===== src/rtl/ptc_pkg.sv =====
`timescale 1ns/1ps
package ptc_pkg;
  localparam int DW      = 32;
  // word addresses
  localparam int A_CTRL  = 0;
  localparam int A_FRAC  = 1;
  localparam int A_EVT   = 2;
  localparam int A_MASK  = 3;
  localparam int A_CNT_L = 4;
  localparam int A_CNT_H = 5;
  localparam int A_OFF_L = 6;
  localparam int A_OFF_H = 7;
  localparam int A_NOW_L = 8;
  localparam int A_NOW_H = 9;
  localparam int A_ALM   = 10;  // alarm i low at A_ALM+2i, high at A_ALM+2i+1
  // control and event field positions
  localparam int EN_BIT  = 2;
  localparam int INT_LSB = 16;
  localparam int EVT_LSB = 16;
endpackage


===== src/rtl/ptc_rate.sv =====
`timescale 1ns/1ps
module ptc_rate #(
  parameter int INT_W   = 10,
  parameter int FRAC_W  = 32,
  parameter int TIME_W  = 64,
  parameter int INT_RST = 4
) (
  input  logic              clk,
  input  logic              rst_n,
  input  logic              step,
  input  logic [INT_W-1:0]  int_stage,
  input  logic              frac_wr,
  input  logic [FRAC_W-1:0] frac_wdata,
  input  logic              load,
  input  logic [TIME_W-1:0] load_val,
  output logic [TIME_W-1:0] cnt,
  output logic [INT_W-1:0]  int_live
);
  logic [FRAC_W-1:0] frac_live;
  logic [FRAC_W-1:0] acc;
  logic [FRAC_W:0]   sum;

  assign sum = {1'b0, acc} + {1'b0, frac_live};

  always_ff @(posedge clk) begin
    if (!rst_n) begin
      int_live  <= INT_W'(INT_RST);
      frac_live <= '0;
      acc       <= '0;
    end else if (frac_wr) begin
      int_live  <= int_stage;
      frac_live <= frac_wdata;
      acc       <= '0;
    end else if (step) begin
      acc <= sum[FRAC_W-1:0];
    end
  end

  always_ff @(posedge clk) begin
    if (!rst_n)
      cnt <= '0;
    else if (load)
      cnt <= load_val;
    else if (step)
      cnt <= cnt + TIME_W'(int_live) + TIME_W'(sum[FRAC_W]);
  end
endmodule


===== src/rtl/ptc_alarm.sv =====
`timescale 1ns/1ps
module ptc_alarm #(
  parameter int DW = 32
) (
  input  logic          clk,
  input  logic          rst_n,
  input  logic          wr_lo,
  input  logic          wr_hi,
  input  logic [DW-1:0] wdata,
  input  logic [2*DW-1:0] now,
  output logic [2*DW-1:0] value,
  output logic          hit
);
  logic [DW-1:0] lo_sh;
  logic          armed;

  assign hit = armed && (value != '1) && (now >= value);

  always_ff @(posedge clk) begin
    if (!rst_n) begin
      lo_sh <= '0;
      value <= '1;
      armed <= 1'b0;
    end else begin
      if (wr_lo) lo_sh <= wdata;
      if (wr_hi) begin
        value <= {wdata, lo_sh};
        armed <= 1'b1;
      end else if (hit) begin
        armed <= 1'b0;
      end
    end
  end
endmodule


===== src/rtl/ptc_timer.sv =====
`timescale 1ns/1ps
module ptc_timer
  import ptc_pkg::*;
#(
  parameter int ADDR_W  = 4,
  parameter int INT_W   = 10,
  parameter int N_ALARM = 2,
  parameter int INT_RST = 4
) (
  input  logic              clk,
  input  logic              rst_n,
  input  logic              bus_wr,
  input  logic              bus_rd,
  input  logic [ADDR_W-1:0] bus_addr,
  input  logic [DW-1:0]     bus_wdata,
  output logic [DW-1:0]     bus_rdata,
  output logic [2*DW-1:0]   time_now,
  output logic              irq
);
  localparam int TW = 2 * DW;

  logic               ctrl_en;
  logic [INT_W-1:0]   int_stage;
  logic [INT_W-1:0]   rate_int;
  logic [DW-1:0]      mask_q;
  logic [N_ALARM-1:0] evt_q;
  logic [N_ALARM-1:0] hits;
  logic [DW-1:0]      cnt_lo_sh, off_lo_sh, now_hi_snap;
  logic [TW-1:0]      offset, cnt;
  logic [TW-1:0]      alm_val [N_ALARM];
  logic               twr;
  logic [DW-1:0]      rd_mux, ctrl_word, evt_word;

  function automatic logic is_a(input logic [ADDR_W-1:0] a, input int n);
    return a == ADDR_W'(n);
  endfunction

  assign twr      = bus_wr && ctrl_en;
  assign time_now = cnt + offset;
  assign irq      = |(evt_q & mask_q[EVT_LSB +: N_ALARM]);

  ptc_rate #(.INT_W(INT_W), .FRAC_W(DW), .TIME_W(TW), .INT_RST(INT_RST)) u_rate (
    .clk(clk), .rst_n(rst_n), .step(ctrl_en),
    .int_stage(int_stage),
    .frac_wr(bus_wr && is_a(bus_addr, A_FRAC)), .frac_wdata(bus_wdata),
    .load(twr && is_a(bus_addr, A_CNT_H)), .load_val({bus_wdata, cnt_lo_sh}),
    .cnt(cnt), .int_live(rate_int)
  );

  for (genvar gi = 0; gi < N_ALARM; gi++) begin : g_alm
    ptc_alarm #(.DW(DW)) u_alm (
      .clk(clk), .rst_n(rst_n),
      .wr_lo(twr && is_a(bus_addr, A_ALM + 2*gi)),
      .wr_hi(twr && is_a(bus_addr, A_ALM + 2*gi + 1)),
      .wdata(bus_wdata), .now(time_now),
      .value(alm_val[gi]), .hit(hits[gi])
    );
  end

  always_ff @(posedge clk) begin
    if (!rst_n) begin
      ctrl_en   <= 1'b0;
      int_stage <= INT_W'(INT_RST);
      mask_q    <= '0;
      evt_q     <= '0;
      cnt_lo_sh <= '0;
      off_lo_sh <= '0;
      offset    <= '0;
    end else begin
      if (bus_wr && is_a(bus_addr, A_CTRL)) begin
        ctrl_en   <= bus_wdata[EN_BIT];
        int_stage <= bus_wdata[INT_LSB +: INT_W];
      end
      if (bus_wr && is_a(bus_addr, A_MASK)) mask_q <= bus_wdata;
      if (bus_wr && is_a(bus_addr, A_EVT))
        evt_q <= (evt_q & ~bus_wdata[EVT_LSB +: N_ALARM]) | hits;
      else
        evt_q <= evt_q | hits;
      if (twr && is_a(bus_addr, A_CNT_L)) cnt_lo_sh <= bus_wdata;
      if (twr && is_a(bus_addr, A_OFF_L)) off_lo_sh <= bus_wdata;
      if (twr && is_a(bus_addr, A_OFF_H)) offset <= {bus_wdata, off_lo_sh};
    end
  end

  always_comb begin
    ctrl_word = '0;
    ctrl_word[EN_BIT] = ctrl_en;
    ctrl_word[INT_LSB +: INT_W] = int_stage;
    evt_word = '0;
    evt_word[EVT_LSB +: N_ALARM] = evt_q;
    rd_mux = '0;
    case (bus_addr)
      ADDR_W'(A_CTRL):  rd_mux = ctrl_word;
      ADDR_W'(A_EVT):   rd_mux = evt_word;
      ADDR_W'(A_MASK):  rd_mux = mask_q;
      ADDR_W'(A_CNT_L): rd_mux = cnt[DW-1:0];
      ADDR_W'(A_CNT_H): rd_mux = cnt[TW-1:DW];
      ADDR_W'(A_OFF_L): rd_mux = offset[DW-1:0];
      ADDR_W'(A_OFF_H): rd_mux = offset[TW-1:DW];
      ADDR_W'(A_NOW_L): rd_mux = time_now[DW-1:0];
      ADDR_W'(A_NOW_H): rd_mux = now_hi_snap;
      default:          rd_mux = '0;
    endcase
    for (int i = 0; i < N_ALARM; i++) begin
      if (is_a(bus_addr, A_ALM + 2*i))     rd_mux = alm_val[i][DW-1:0];
      if (is_a(bus_addr, A_ALM + 2*i + 1)) rd_mux = alm_val[i][TW-1:DW];
    end
  end

  always_ff @(posedge clk) begin
    if (!rst_n) begin
      bus_rdata   <= '0;
      now_hi_snap <= '0;
    end else if (bus_rd) begin
      bus_rdata <= rd_mux;
      if (is_a(bus_addr, A_NOW_L)) now_hi_snap <= time_now[TW-1:DW];
    end
  end
endmodule


===== config.mk =====
export PLATFORM = sky130hd
export DESIGN_NAME = ptc_timer
export DESIGN_NICKNAME = d
export VERILOG_FILES = /design/src/rtl/ptc_pkg.sv /design/src/rtl/ptc_rate.sv /design/src/rtl/ptc_alarm.sv /design/src/rtl/ptc_timer.sv
export SDC_FILE = /design/constraint.sdc
export NUM_CORES = 2
export LEC_CHECK = 0
export CORE_UTILIZATION = 65
export DETAILED_ROUTE_END_ITERATION = 12
export DONT_BUFFER_PORTS = 1
export PLACE_DENSITY = 0.87
export SLEW_MARGIN = 20
export SYNTH_ARGS = -nofsm -noshare
export SYNTH_HDL_FRONTEND = slang
export SYNTH_SLANG_ARGS = --single-unit

===== constraint.sdc =====
create_clock -name clk -period 6.57 [get_ports clk]
set_input_delay 1.314 -clock clk [delete_from_list [all_inputs] [get_ports clk]]
set_output_delay 1.314 -clock clk [all_outputs]
set_load 0.05 [all_outputs]

==> results.sh <==
export IMPL_max_freq_ghz=0.1600
export IMPL_postSynthCellCount=4226
export IMPL_drtAntennaViolNets=0
export IMPL_drv_slew=0
export IMPL_rsz0062_at_grt="false"
export IMPL_crit_fanout=4
export IMPL_yosys_area_top_type="dfxtp_1"
export IMPL_synth_top_cell_area_share_pct=34.92
export IMPL_viasPerCell=7.098
export IMPL_clock_sinks=569
export IMPL_critPathMaxStageDelay_ns=0.81
export IMPL_io_buffers=0
export IMPL_clock_root_buffer="clkbuf_16"
export IMPL_worst_ep_required_time_ns=7.08
export IMPL_core_sq_um=49250
export IMPL_nets=4390
export IMPL_final_layout_size_suffix_gt1_share_pct=8.363
export IMPL_fin_tns_setup_ns=0
export IMPL_synth_area_top_cells="dfxtp_1 (35%), nand2_1 (11%), ha_1 (8.9%)"
export IMPL_clk_insertion_delay_late_ns=0.66
export IMPL_synth_edf_count=0
export IMPL_setup_violations=0
export IMPL_maxCapViolCount=0
export IMPL_skew_ns=0.02193
export IMPL_cts_resized=0
export IMPL_placed_cell_area_sq_um=33660
export IMPL_grt_overflow_total=0
export IMPL_status="finished, final reports clean"
export IMPL_rows=81
export IMPL_hold_class="reg -> reg"
export IMPL_die_y_microns=226.0
export IMPL_worst_ep_arrival_time_ns=6.76
export IMPL_syn_nets=4502
export IMPL_dp_hpwl_microns=95170
export IMPL_grt_usage_pct=52.17
export IMPL_power_leakage_nw=15.33
export IMPL_ir_drop_uv=221.9
export IMPL_boundaryPins=137
export IMPL_hold_viol=0
export IMPL_critical_path_class="reg -> reg"
export IMPL_wire_per_inst_microns=28.27
export IMPL_drt_total_wl_microns=136500
export IMPL_synth_area_sq_um=32620
export IMPL_area_growth_pct=9.030
export IMPL_finalCritPeriodShare_pct=95.15
export IMPL_layout_min_cycle_time_ns=6.251
export IMPL_cp_slowest_cell="xnor2_2"
export IMPL_cts_hold_buffers=0
export IMPL_clkSlewWorstSetupHoldPaths_ns=0.06
export IMPL_maxSlewHeadroom_pct=21.25
export IMPL_cts_buffers=59
export IMPL_crit_path_end_kind="flip-flop"
export IMPL_synth_async_reset_ratio_pct=0
export IMPL_ys_types=106
export IMPL_syn_mean_instance_area_sq_um=7.718
export IMPL_worstMarginPinSlew_ns=1.175
export IMPL_yosysSeqAreaShare_pct=34.92
export IMPL_final_area_sq_um=35560
export IMPL_startpoint_type="flip-flop"
export IMPL_crit_top_cell="a21oi_1"
export IMPL_path_cells="ha_1, inv_1, fa_1, nor2b_1, o2111ai_1, a21oi_1, a211oi_2, o21ai_1, a41oi_1, o21ai_1, a221oi_2, xnor2_2, ha_1, a21o_1, a21o_1, a21oi_1, o21ai_0, nor2_1, nor4_1, and3_1, a221oi_1, a21oi_1, nor2_1"
export IMPL_ys_ff_latch=569
export IMPL_die_x_microns=226.0
export IMPL_dieArea_sq_um=51080
export IMPL_route_detailed_drc=0
export IMPL_initial_utilization_pct=66.22
export IMPL_cts_setup_buffers=0
export IMPL_gp_congestion=1.062
export IMPL_antenna_found_initial=6
export IMPL_cts_buffer_depth=3
export IMPL_synthFlopType="dfxtp_1"
export IMPL_drtIter0Drc=6015
export IMPL_grt_max_degree=219
export IMPL_grt_pass1_wl_microns=196600
export IMPL_num_vias=34270
export IMPL_cts_tree="done"
export IMPL_synth_warnings=0
export IMPL_first_pass_iters=7
export IMPL_htree_num_levels=2
export IMPL_grt_pass1_vias=30840
export IMPL_powerDensity_nw_per_um2=200.2
## through the flow
step / hold WS (ns) / instances / setup WS [ns] / total power [mW] / util (%)
final: 0.4480 / 4828 / 0.3185 / 7.121 / 72.20
after floorplan: 0.4321 / 4226 / 1.240 / 3.799 / -
after global placement: 0.4378 / 4716 / 0.5648 / 3.826 / 68.33
after CTS: 0.4499 / 4824 / 0.4485 / 7.054 / 72.13
after global routing: 0.4649 / 4825 / 0.1644 / 7.222 / 72.18
after detailed placement: 0.4422 / 4716 / 0.4821 / 3.829 / 68.34
## kinds of logic (layout without fill, tap and decap cells)
group	after synthesis	after routing	share of synthesized area, %
AOI/OAI and AO/OA	1311	1311	26.43
and+or+nand+nor	1531	1531	20.68
xor gates and xnor gates	87	87	2.359
muxes	26	26	0.8056
other	0	3	0
adders and majority gates	236	236	9.145
buffers and inverters	466	401	5.647
DFF	569	569	34.92
## synth_stat cells, drive strengths merged (57+ instances only)
master	count
nand2	935
dfxtp	569
a21oi	475
clkbuf	262
ha	232
nor2	169
inv	165
o21ai	158
o211ai	156
a21o	112
nand3	99
nand4	93
nor3	65
a22oi	63
xnor2	57
## flip-flops by register name (all words and copies together) (netlist names), 10 cells and up
register and flops:
bus_rdata 32, cnt_lo_sh 32, g_alm.u_alm.lo_sh 64, g_alm.u_alm.value 128
int_stage 10, mask_q 32, now_hi_snap 32, off_lo_sh 32
offset 64, u_rate.acc 32, u_rate.cnt 64, u_rate.frac_live 32
u_rate.int_live 10
## metal layers
metal	routed length, microns	vias up	GRT usage (%)
li1	-	14960	-
met1	47840	15810	63.77
met2	54710	2733	74.45
met3	21830	761	19.50
met4	12020	10	38.64
met5	73	-	0
## path summary, 6_finish.rpt
check	startpoint	endpoint	slack [ns]	cells past startpoint
worst min register to register	off_lo_sh[6]	offset[6]	0.45	2
worst max-delay path	u_rate.cnt[0]	g_alm[1].u_alm.armed	0.32	23
worst max register to register	u_rate.cnt[0]	g_alm[1].u_alm.armed	0.32	23
worst min-delay path	off_lo_sh[6]	offset[6]	0.45	2
## placed cells by master, fill, tap and decap left out, types with 43 or more instances in the layout
cell type,n
dfxtp_1,568
nor2_1,158
ha_1,232
nand3_1,92
clkbuf_16,59
nor3_1,54
a221oi_1,43
buf_4,122
a21oi_1,471
a31oi_1,50
inv_1,165
nand4_1,93
a21o_1,112
o21ai_0,144
a22oi_1,63
o211ai_1,155
nand2_1,933
## power breakdown
group          internal (mW)  total (mW)  switching (mW)
Sequential              3.47        3.54          0.0700
Combinational         0.0613       0.229           0.167
Clock                   1.87        3.35            1.48
## critical path: cells and delay by family (launching register included)
kind / cells / cell delay [ns]
adder cells (fa/ha/maj): 3 / 0.94
buffers and inverters: 1 / 0.07
AO/OA/AOI/OAI: 13 / 2.65
AND/OR/NAND/NOR: 5 / 1.24
XOR/XNOR: 1 / 0.81
flip-flops: 1 / 0.39
## final cells by class
| type | instances | area (sq um) |
|---|---|---|
| flip-flops and latches | 569 | 11390 |
| well taps | 664 | 830.8 |
| repair buffers | 125 | 975.9 |
| fillers | 3914 | 13690 |
| multi-input cells | 3191 | 19850 |
| clock buffers | 91 | 1717 |
| inverters | 168 | 638.1 |
| clock inverters | 17 | 152.6 |
| diodes | 3 | 7.507 |
Power figures use the tool's default switching activity.
